## src/rtl/fifo_evt_irq_agg.sv

```systemverilog
module fifo_evt_irq_agg #(
  parameter int NUM_CH = 10,
  parameter int EVT_N  = 6,
  parameter int ADDR_W = 4
) (
  input  logic                      clk,
  input  logic                      rst_n,
  input  logic [NUM_CH*EVT_N-1:0]   evt_i,
  input  logic                      reg_we,
  input  logic [ADDR_W-1:0]         reg_addr,
  input  logic [31:0]               reg_wdata,
  output logic [31:0]               reg_rdata,
  output logic                      irq_o
);

  localparam int NF       = NUM_CH * EVT_N;
  localparam int CH_PER_W = 4;
  localparam int LANE_W   = 8;
  localparam int NW       = (NUM_CH + CH_PER_W - 1) / CH_PER_W;
  localparam int EN_BASE  = 0;
  localparam int CLR_BASE = NW;
  localparam int RAW_BASE = 2 * NW;
  localparam int MSK_BASE = 3 * NW;
  localparam int HM_ADDR  = 4 * NW;

  logic [NF-1:0]     en_q, raw_q, clr, en_wr, en_d;
  logic [NUM_CH-1:0] hmask_q, ch_hit;
  logic              unused_wbits;

  assign unused_wbits = ^reg_wdata;

  function automatic logic [31:0] pack(input logic [NF-1:0] v, input int w);
    logic [31:0] r;
    r = '0;
    for (int c = 0; c < CH_PER_W; c++)
      if (w * CH_PER_W + c < NUM_CH)
        for (int e = 0; e < EVT_N; e++)
          r[c*LANE_W+e] = v[(w*CH_PER_W+c)*EVT_N+e];
    return r;
  endfunction

  always_comb begin
    clr   = '0;
    en_wr = '0;
    en_d  = en_q;
    for (int ch = 0; ch < NUM_CH; ch++)
      for (int e = 0; e < EVT_N; e++) begin
        if (reg_we && int'(reg_addr) == CLR_BASE + ch / CH_PER_W)
          clr[ch*EVT_N+e] = reg_wdata[(ch%CH_PER_W)*LANE_W+e];
        if (reg_we && int'(reg_addr) == EN_BASE + ch / CH_PER_W) begin
          en_wr[ch*EVT_N+e] = 1'b1;
          en_d[ch*EVT_N+e]  = reg_wdata[(ch%CH_PER_W)*LANE_W+e];
        end
      end
  end

  always_comb
    for (int ch = 0; ch < NUM_CH; ch++)
      ch_hit[ch] = hmask_q[ch] & |(raw_q[ch*EVT_N +: EVT_N] & en_q[ch*EVT_N +: EVT_N]);

  always_ff @(posedge clk or negedge rst_n)
    if (!rst_n) begin
      en_q    <= '0;
      raw_q   <= '0;
      hmask_q <= '0;
      irq_o   <= 1'b0;
    end else begin
      raw_q <= evt_i | (raw_q & ~clr);
      if (|en_wr) en_q <= en_d;
      if (reg_we && int'(reg_addr) == HM_ADDR) hmask_q <= reg_wdata[NUM_CH-1:0];
      irq_o <= |ch_hit;
    end

  always_comb begin
    reg_rdata = '0;
    for (int w = 0; w < NW; w++) begin
      if (int'(reg_addr) == EN_BASE + w)  reg_rdata = pack(en_q, w);
      if (int'(reg_addr) == RAW_BASE + w) reg_rdata = pack(raw_q, w);
      if (int'(reg_addr) == MSK_BASE + w) reg_rdata = pack(raw_q & en_q, w);
    end
    if (int'(reg_addr) == HM_ADDR) reg_rdata = {{(32-NUM_CH){1'b0}}, hmask_q};
  end

  a_r2_event_sets_raw: assert property (@(posedge clk) disable iff (!rst_n)
    1'b1 |=> ((raw_q & $past(evt_i)) == $past(evt_i)));

  a_r4_no_spurious_set: assert property (@(posedge clk) disable iff (!rst_n)
    1'b1 |=> ((raw_q & ~$past(raw_q) & ~$past(evt_i)) == '0));

  a_r6_irq_needs_status: assert property (@(posedge clk) disable iff (!rst_n)
    irq_o |-> $past(|(raw_q & en_q)));

  a_r7_irq_needs_hmask: assert property (@(posedge clk) disable iff (!rst_n)
    irq_o |-> $past(|hmask_q));

endmodule

```

## config.mk

```make
export PLATFORM = sky130hd
export DESIGN_NAME = fifo_evt_irq_agg
export DESIGN_NICKNAME = d
export VERILOG_FILES = /design/src/rtl/fifo_evt_irq_agg.sv
export SDC_FILE = /design/constraint.sdc
export NUM_CORES = 1
export LEC_CHECK = 0
export BUFFER_PORTS_ARGS = -buffer_cell sky130_fd_sc_hd__buf_2
export CAP_MARGIN = 20
export CORE_MARGIN = 2
export CORE_UTILIZATION = 45
export CTS_BUF_LIST = sky130_fd_sc_hd__clkbuf_8
export DETAILED_ROUTE_END_ITERATION = 10
export GPL_TIMING_DRIVEN = 0
export PLACE_DENSITY = 0.74
export SYNTH_ARGS = -nofsm -noshare
export SYNTH_HDL_FRONTEND = slang
export SYNTH_SLANG_ARGS = --single-unit
```

## constraint.sdc

```tcl
create_clock -name clk -period 2 [get_ports clk]
set_input_delay 0.3 -clock clk [delete_from_list [all_inputs] [get_ports clk]]
set_output_delay 0.3 -clock clk [all_outputs]
set_load 0.005 [all_outputs]
```

==> results of run 1 <==
metal layers:
metal  wire (um)  global-route usage [%]  vias up
met2       10300                    41.9      336
met4         507                    10.1        0
met3        1920                    6.94       47
met1        9170                    36.1     3212
met5           0                       0        -
li1            -                       -     2982
worst max-delay path: stages:
cell and delay [ns]:
buf_4 0.16, buf_4 0.20, nor2_4 0.20, buf_4 0.26, a22oi_1 0.12, nor3_2 0.28, o221a_1 0.22, buf_2 0.11
synthesized netlist by cell type, drive strengths merged, types with 3 or more instances:
cell      n  share of area, %
nand4     5              0.54
dfrtp   131                47
a32oi    11               1.4
and2      8              0.72
o22ai     4              0.36
nor2     39               2.2
a221o     4              0.57
nand3    18               1.3
nand2b    5              0.45
inv      12              0.65
nand2   108               5.8
nor3     13               1.3
clkbuf    8              0.43
a21o     61               6.6
a22oi    45               4.8
mux2     70                11
o221ai   16               2.0
buf      40               3.6
o221a     8               1.3
a32o      3              0.43
o21ai    28               2.0
a21oi    36               2.6
a22o      5              0.63
how the worst max path moves through the flow:
stage / endpoint / depth (start not counted)
finish: reg_rdata[8] / 8
CTS: reg_rdata[12] / 6
global placement: raw_q[42] / 1
detailed placement: reg_rdata[12] / 7
floorplan: reg_rdata[8] / 7
global route: reg_rdata[12] / 6
registers in the layout (all words and copies together), names as in the netlist:
register,cells
en_q,60
hmask_q,10
irq_o,1
raw_q,60
area by class of cell:
cell class	count	share of cell area (%)
repair buffers	192	14.5
well taps	188	2.54
flip-flops and latches	131	35.4
plain buffers	46	3.88
inverters	12	0.487
multi-input cells	509	39.1
clock buffers	19	2.83
clock inverters	12	1.26
metrics by stage:
step / util [%] / setup slack, ns / setup TNS (ns) / cells
finish: 60.9 / -0.163 / -0.850 / 1109
global route: 60.9 / -0.244 / -1.62 / 1109
CTS: 58.3 / -0.134 / -1.21 / 1090
detailed placement: 51.6 / -0.359 / -6.37 / 1006
global placement: 51.4 / -1.16 / -157.02 / 1005
floorplan: - / 0.281 / 0 / 700
where the power goes:
| group | internal, mW | switching, mW |
|---|---|---|
| Sequential | 3.00 | 0.347 |
| Combinational | 0.843 | 0.746 |
| Clock | 1.14 | 1.05 |
| Total | 4.98 | 2.15 |
timing repair:
item / CTS / global route
hold buffers: 45 / 0
gates resized for setup: 42 / 76
pin swaps: 18 / 27
endpoints found under the hold margin: 107 / 0
buffers inserted: 9 / 20
setup endpoints to repair: 26 / 26
cells by family after synthesis:
kind of cell	after synthesis	synth area share, %
mux	70	11.3
buf+inv	60	4.64
flops	131	47.0
compound gates	228	23.7
other cells	1	0.0538
simple gates	205	13.3
==> out/results.ini, run 1 <==
[logic_synthesis]
syn_area_um2 = 6980
synth_seq_cells = 131
ys_types = 49
netlist_instances = 695
synthArstFlopShare_pct = 100
yosys_warnings = 0
ys.flop_type = dfrtp_1
synth_area_per_cell_um2 = 10.0
yosysSeqAreaShare_pct = 47.0
synth_edf_count = 0

[die]
die_y_um = 129
die_w_um = 129
rows = 45
start_util_pct = 45.9
io_pins = 132
die_area_um2 = 16500
core_area_um2 = 15200

[sta]
fmax_mhz = 462
whs_ns = 0.0137
setup_ws_ns = -0.163
worstMarginPinSlew_ns = 0.612
maxSlewViolCount = 0
finClkSkew_ns = 0.00527
finalCriticalPeriod_ns = 2.16
slew_headroom_pct = 59.2
hold_viol = 0
timing.final.crit_share_pct = 108
finalSetupViolations = 11
rsz0062_at_grt = yes

[pwr]
ir_drop_v = 0.000486
power_density_nw_per_um2 = 770
power_leakage_nw = 3.94
power_mw = 7.13

[setup_path]
r2r_start = raw_q[17]
rr_worst_depth = 5
cp.required_ns = 1.70
crit_arrival_ns = 1.86
path_max_fanout = 10
r2r_slack_ns = 0.11
start_kind = input pin
crit_start = reg_addr[1]
timing.rr.end = irq_o
critical_path_class = in -> out
critPathCaptureType = output port

[route]
wl_um = 21900
first_pass_iters = 5
via_per_inst = 5.93
drc = 0
drtIter0Drc = 660
ant_nets = 0
routedWlPerCell_um = 19.8
vias = 6577

[cts]
clock-sinks = 131
cts.htree.levels = 4
clk_latency_ns = 0.47
path_clk_slew_ns = 0.07
cts_tree = yes
cts.path.max_buffers = 2
cts_buffers = 17
root_buffer = clkbuf_8

[place]
place_hpwl_um = 14900
place.gp.congestion = 0.916
portBuffers = 117
place_area_um2 = 7850

[global_routing]
antenna_found_initial = 0
overflow = 0
grt_use_total_pct = 26.8
grt_max_degree = 69
first_global_vias = 6198
grt_pass1_wl_um = 33500

[cells_and_area]
antenna_cells = 0
mostFrequentLayoutCells = dfrtp_1 (131), buf_2 (126), nand2_1 (104)
final_common_cell = dfrtp_1
nFillCells = 1274
multi_input_area_um2 = 3620
layout-drive-gt1-share_pct = 38.4
register_area_um2 = 3280
nNetsFinal = 1008
fin_area_um2 = 9260
areaGrowthSynthToFinish_pct = 32.7

[min_path]
min_from = evt_i[13]
hp-class = in -> reg
holdPathStages = 2
hold_path_end = raw_q[13]

[run_status]
failed_checks = setup timing
run_status = finished with violations

[job]
drv_cap = 0

Power figures use the tool's default switching activity.
==> run 2, diff against run 1 <==
--- a/config.mk
+++ b/config.mk
@@ -7,12 +7,14 @@
 export LEC_CHECK = 0
 export BUFFER_PORTS_ARGS = -buffer_cell sky130_fd_sc_hd__buf_2
 export CAP_MARGIN = 20
+export CELL_PAD_IN_SITES_DETAIL_PLACEMENT = 0
+export CELL_PAD_IN_SITES_GLOBAL_PLACEMENT = 1
 export CORE_MARGIN = 2
-export CORE_UTILIZATION = 45
+export CORE_UTILIZATION = 44
 export CTS_BUF_LIST = sky130_fd_sc_hd__clkbuf_8
 export DETAILED_ROUTE_END_ITERATION = 10
 export GPL_TIMING_DRIVEN = 0
-export PLACE_DENSITY = 0.74
+export PLACE_DENSITY = 0.89
 export SYNTH_ARGS = -nofsm -noshare
 export SYNTH_HDL_FRONTEND = slang
 export SYNTH_SLANG_ARGS = --single-unit
==> run 2 against run 1 <==
The run still ends with setup timing left. Clock skew increased by 0.0051 ns. Maximum frequency about the same. Flip-flop and latch count unchanged. Sequential power about the same. First-iteration DRC count decreased by 12%. Setup slack improved by 0.00099 ns. Combinational power decreased by 6%. Clock power increased by 5%. Global-route usage decreased by 0.66 points. Utilization decreased by 4.2 points. Total power about the same.
==> out/results.ini, run 2 (synthesis results as in run 1) <==
[cells_and_area]
layout-drive-gt1-share_pct = 35.9  ; -2.5 points
nNetsFinal = 983  ; -2.5%
nFillCells = 1407  ; +10%
antenna_cells = 0  ; unchanged
fin_util_pct = 56.6  ; -4.2 points
mostFrequentLayoutCells = dfrtp_1 (131), buf_2 (130), nand2_1 (104)
top_regs = en_q: 60 flops, raw_q: 60 flops, hmask_q: 10 flops
areaGrowthSynthToFinish_pct = 27.5
final_common_cell = dfrtp_1
finalNonFillerCells = 1113  ; +0.36%

[global_routing]
grt_max_degree = 76  ; +10%
overflow = 0  ; unchanged
first_global_vias = 6007  ; -3.1%
grt_use_total_pct = 26.1  ; -0.66 points
antenna_found_initial = 0  ; unchanged
grt_pass1_wl_um = 33300  ; -0.72%

[setup_path]
cp.required_ns = 1.70  ; about the same
crit_arrival_ns = 1.86  ; about the same
path_max_fanout = 10  ; unchanged
r2r_slack_ns = 0.14  ; +0.03 ns
critPathMaxStageDelay_ns = 0.26  ; -0.02 ns
path_cells = buf_2 > buf_4 > nor2_2 > buf_4 > a22oi_1 > nor3_1 > o221a_1 > buf_2
critical_path_class = in -> out
crit_family = buffers and inverters
critPathCaptureType = output port
crit_slowest_cell = buf_4
worst-path-buf-inv = 4  ; unchanged
start_kind = input pin

[pwr]
power_mw = 7.13  ; about the same
ir_drop_v = 0.000778  ; +60%
power_leakage_nw = 3.77  ; -4.4%
p_int_mw = 4.93  ; -1.0%
swShare_pct = 30.8  ; +0.68 points
combPwrFrac_pct = 21.1  ; -1.2 points
pwr-share-clk_pct = 32.2  ; +1.4 points
p_switching_mw = 2.20  ; +2.2%
p_seq_share_pct = 46.7  ; -0.2 points
power_density_nw_per_um2 = 801  ; +4.0%

[route]
routedWlPerCell_um = 19.3  ; -2.3%
drc = 0  ; unchanged
first_pass_iters = 5  ; unchanged
ant_nets = 0  ; unchanged
wl_um = 21500  ; -2.0%
via_per_inst = 5.74  ; -3.2%
drtIter0Drc = 578  ; -12%
vias = 6387  ; -2.9%

[place]
dp.cells = 1034  ; +2.8%
place.gp.congestion = 0.875  ; -4.5%
portBuffers = 117  ; unchanged
place_hpwl_um = 15100  ; +1.4%

[die]
core_area_um2 = 15700  ; +3.4%
die_w_um = 130  ; +1.1%
die_y_um = 130  ; +1.1%
start_util_pct = 44.4  ; -1.5 points
io_pins = 132  ; unchanged
die_area_um2 = 16900  ; +2.2%
rows = 46  ; +2.2%

[sta]
rsz0062_at_grt = yes
maxSlewViolCount = 0  ; unchanged
finalSetupViolations = 17  ; +6
hold_viol = 0  ; unchanged
slew_headroom_pct = 62.6  ; +3.4 points
fmax_mhz = 463  ; about the same
setup_ws_ns = -0.162  ; +0.000994 ns
whs_ns = 0.0180  ; +0.00431 ns
timing.final.crit_share_pct = 108  ; about the same
worstMarginPinSlew_ns = 0.562  ; -0.0510 ns
finClkSkew_ns = 0.0103  ; +0.00505 ns
finalCriticalPeriod_ns = 2.16  ; -0.000994 ns

[cts]
clk_latency_ns = 0.47  ; about the same
cts.htree.levels = 4  ; unchanged
cts.path.max_buffers = 2  ; unchanged
cts_tree = yes
clock-sinks = 131  ; unchanged
root_buffer = clkbuf_8
path_clk_slew_ns = 0.07  ; about the same
cts_buffers = 17  ; unchanged

[min_path]
hp-class = in -> reg

[run_status]
failed_checks = setup timing
run_status = finished with violations

[job]
drv_cap = 0  ; unchanged

run 2: changes by cell type in the layout (fill, tap and decap cells not counted), sizes merged:
cell,before,now
buf,187,174
clkbuf,25,26
dlygate4sd3,45,31
inv,14,16
run 2: cell type report:
cell class / count / area [um^2] / share of cell area [%]
clock buffer: 18 / 248 / 2.78
inverter: 12 / 45.0 / 0.506
sequential: 131 / 3280 / 36.8
timing repair buffer: 166 / 1060 / 12.0
buffer: 47 / 337 / 3.78
clock inverter: 14 / 154 / 1.73
multi-input combinational: 509 / 3500 / 39.4
tap: 216 / 270 / 3.04
run 2: worst paths after layout:
| path | depth (start not counted) | end | startpoint |
|---|---|---|---|
| max | 8 | reg_rdata[8] | reg_addr[1] |
| min | 2 | raw_q[55] | evt_i[55] |
| max reg2reg | 5 | irq_o | raw_q[12] |
| min reg2reg | 1 | hmask_q[6] | hmask_q[6] |
| max in group asynchronous | 3 | en_q[17] | rst_n |
| min in group asynchronous | 2 | raw_q[57] | rst_n |
run 2: metal layers:
layer	part of all wire (%)	up-vias	GRT usage (%)
li1	-	2929	-
met1	44	3116	35.5
met2	46	307	41.1
met3	7.8	35	7.05
met4	2.1	0	8.10
met5	0	-	0
run 2: repair_timing:
action | CTS | global route
cloned | 0 | 0
hold buffers | 31 | 0
buffers inserted | 13 | 4
pin swaps | 20 | 3
gates resized for setup | 42 | 21
hold endpoints to repair | 86 | 0
setup endpoints to repair | 26 | 27
run 2: per-stage QoR:
step / setup slack, ns / TNS, ns / instance area [um^2]
final: -0.162 / -1.37 / 8900
after global routing: -0.224 / -3.14 / 8900
after CTS: -0.138 / -0.974 / 8800
after detailed placement: -0.367 / -6.48 / 7890
after global placement: -1.14 / -154.08 / 7850
after floorplan: 0.281 / 0 / 7000
run 2: power groups by stage:
stage	combinational (mW)	clock (mW)	sequential, mW
after floorplan	0.865	0	3.27
final	1.50	2.30	3.33
after CTS	1.44	2.34	3.31
after global routing	1.64	2.47	3.38
after detailed placement	1.32	0	3.37
after global placement	1.29	0	3.36
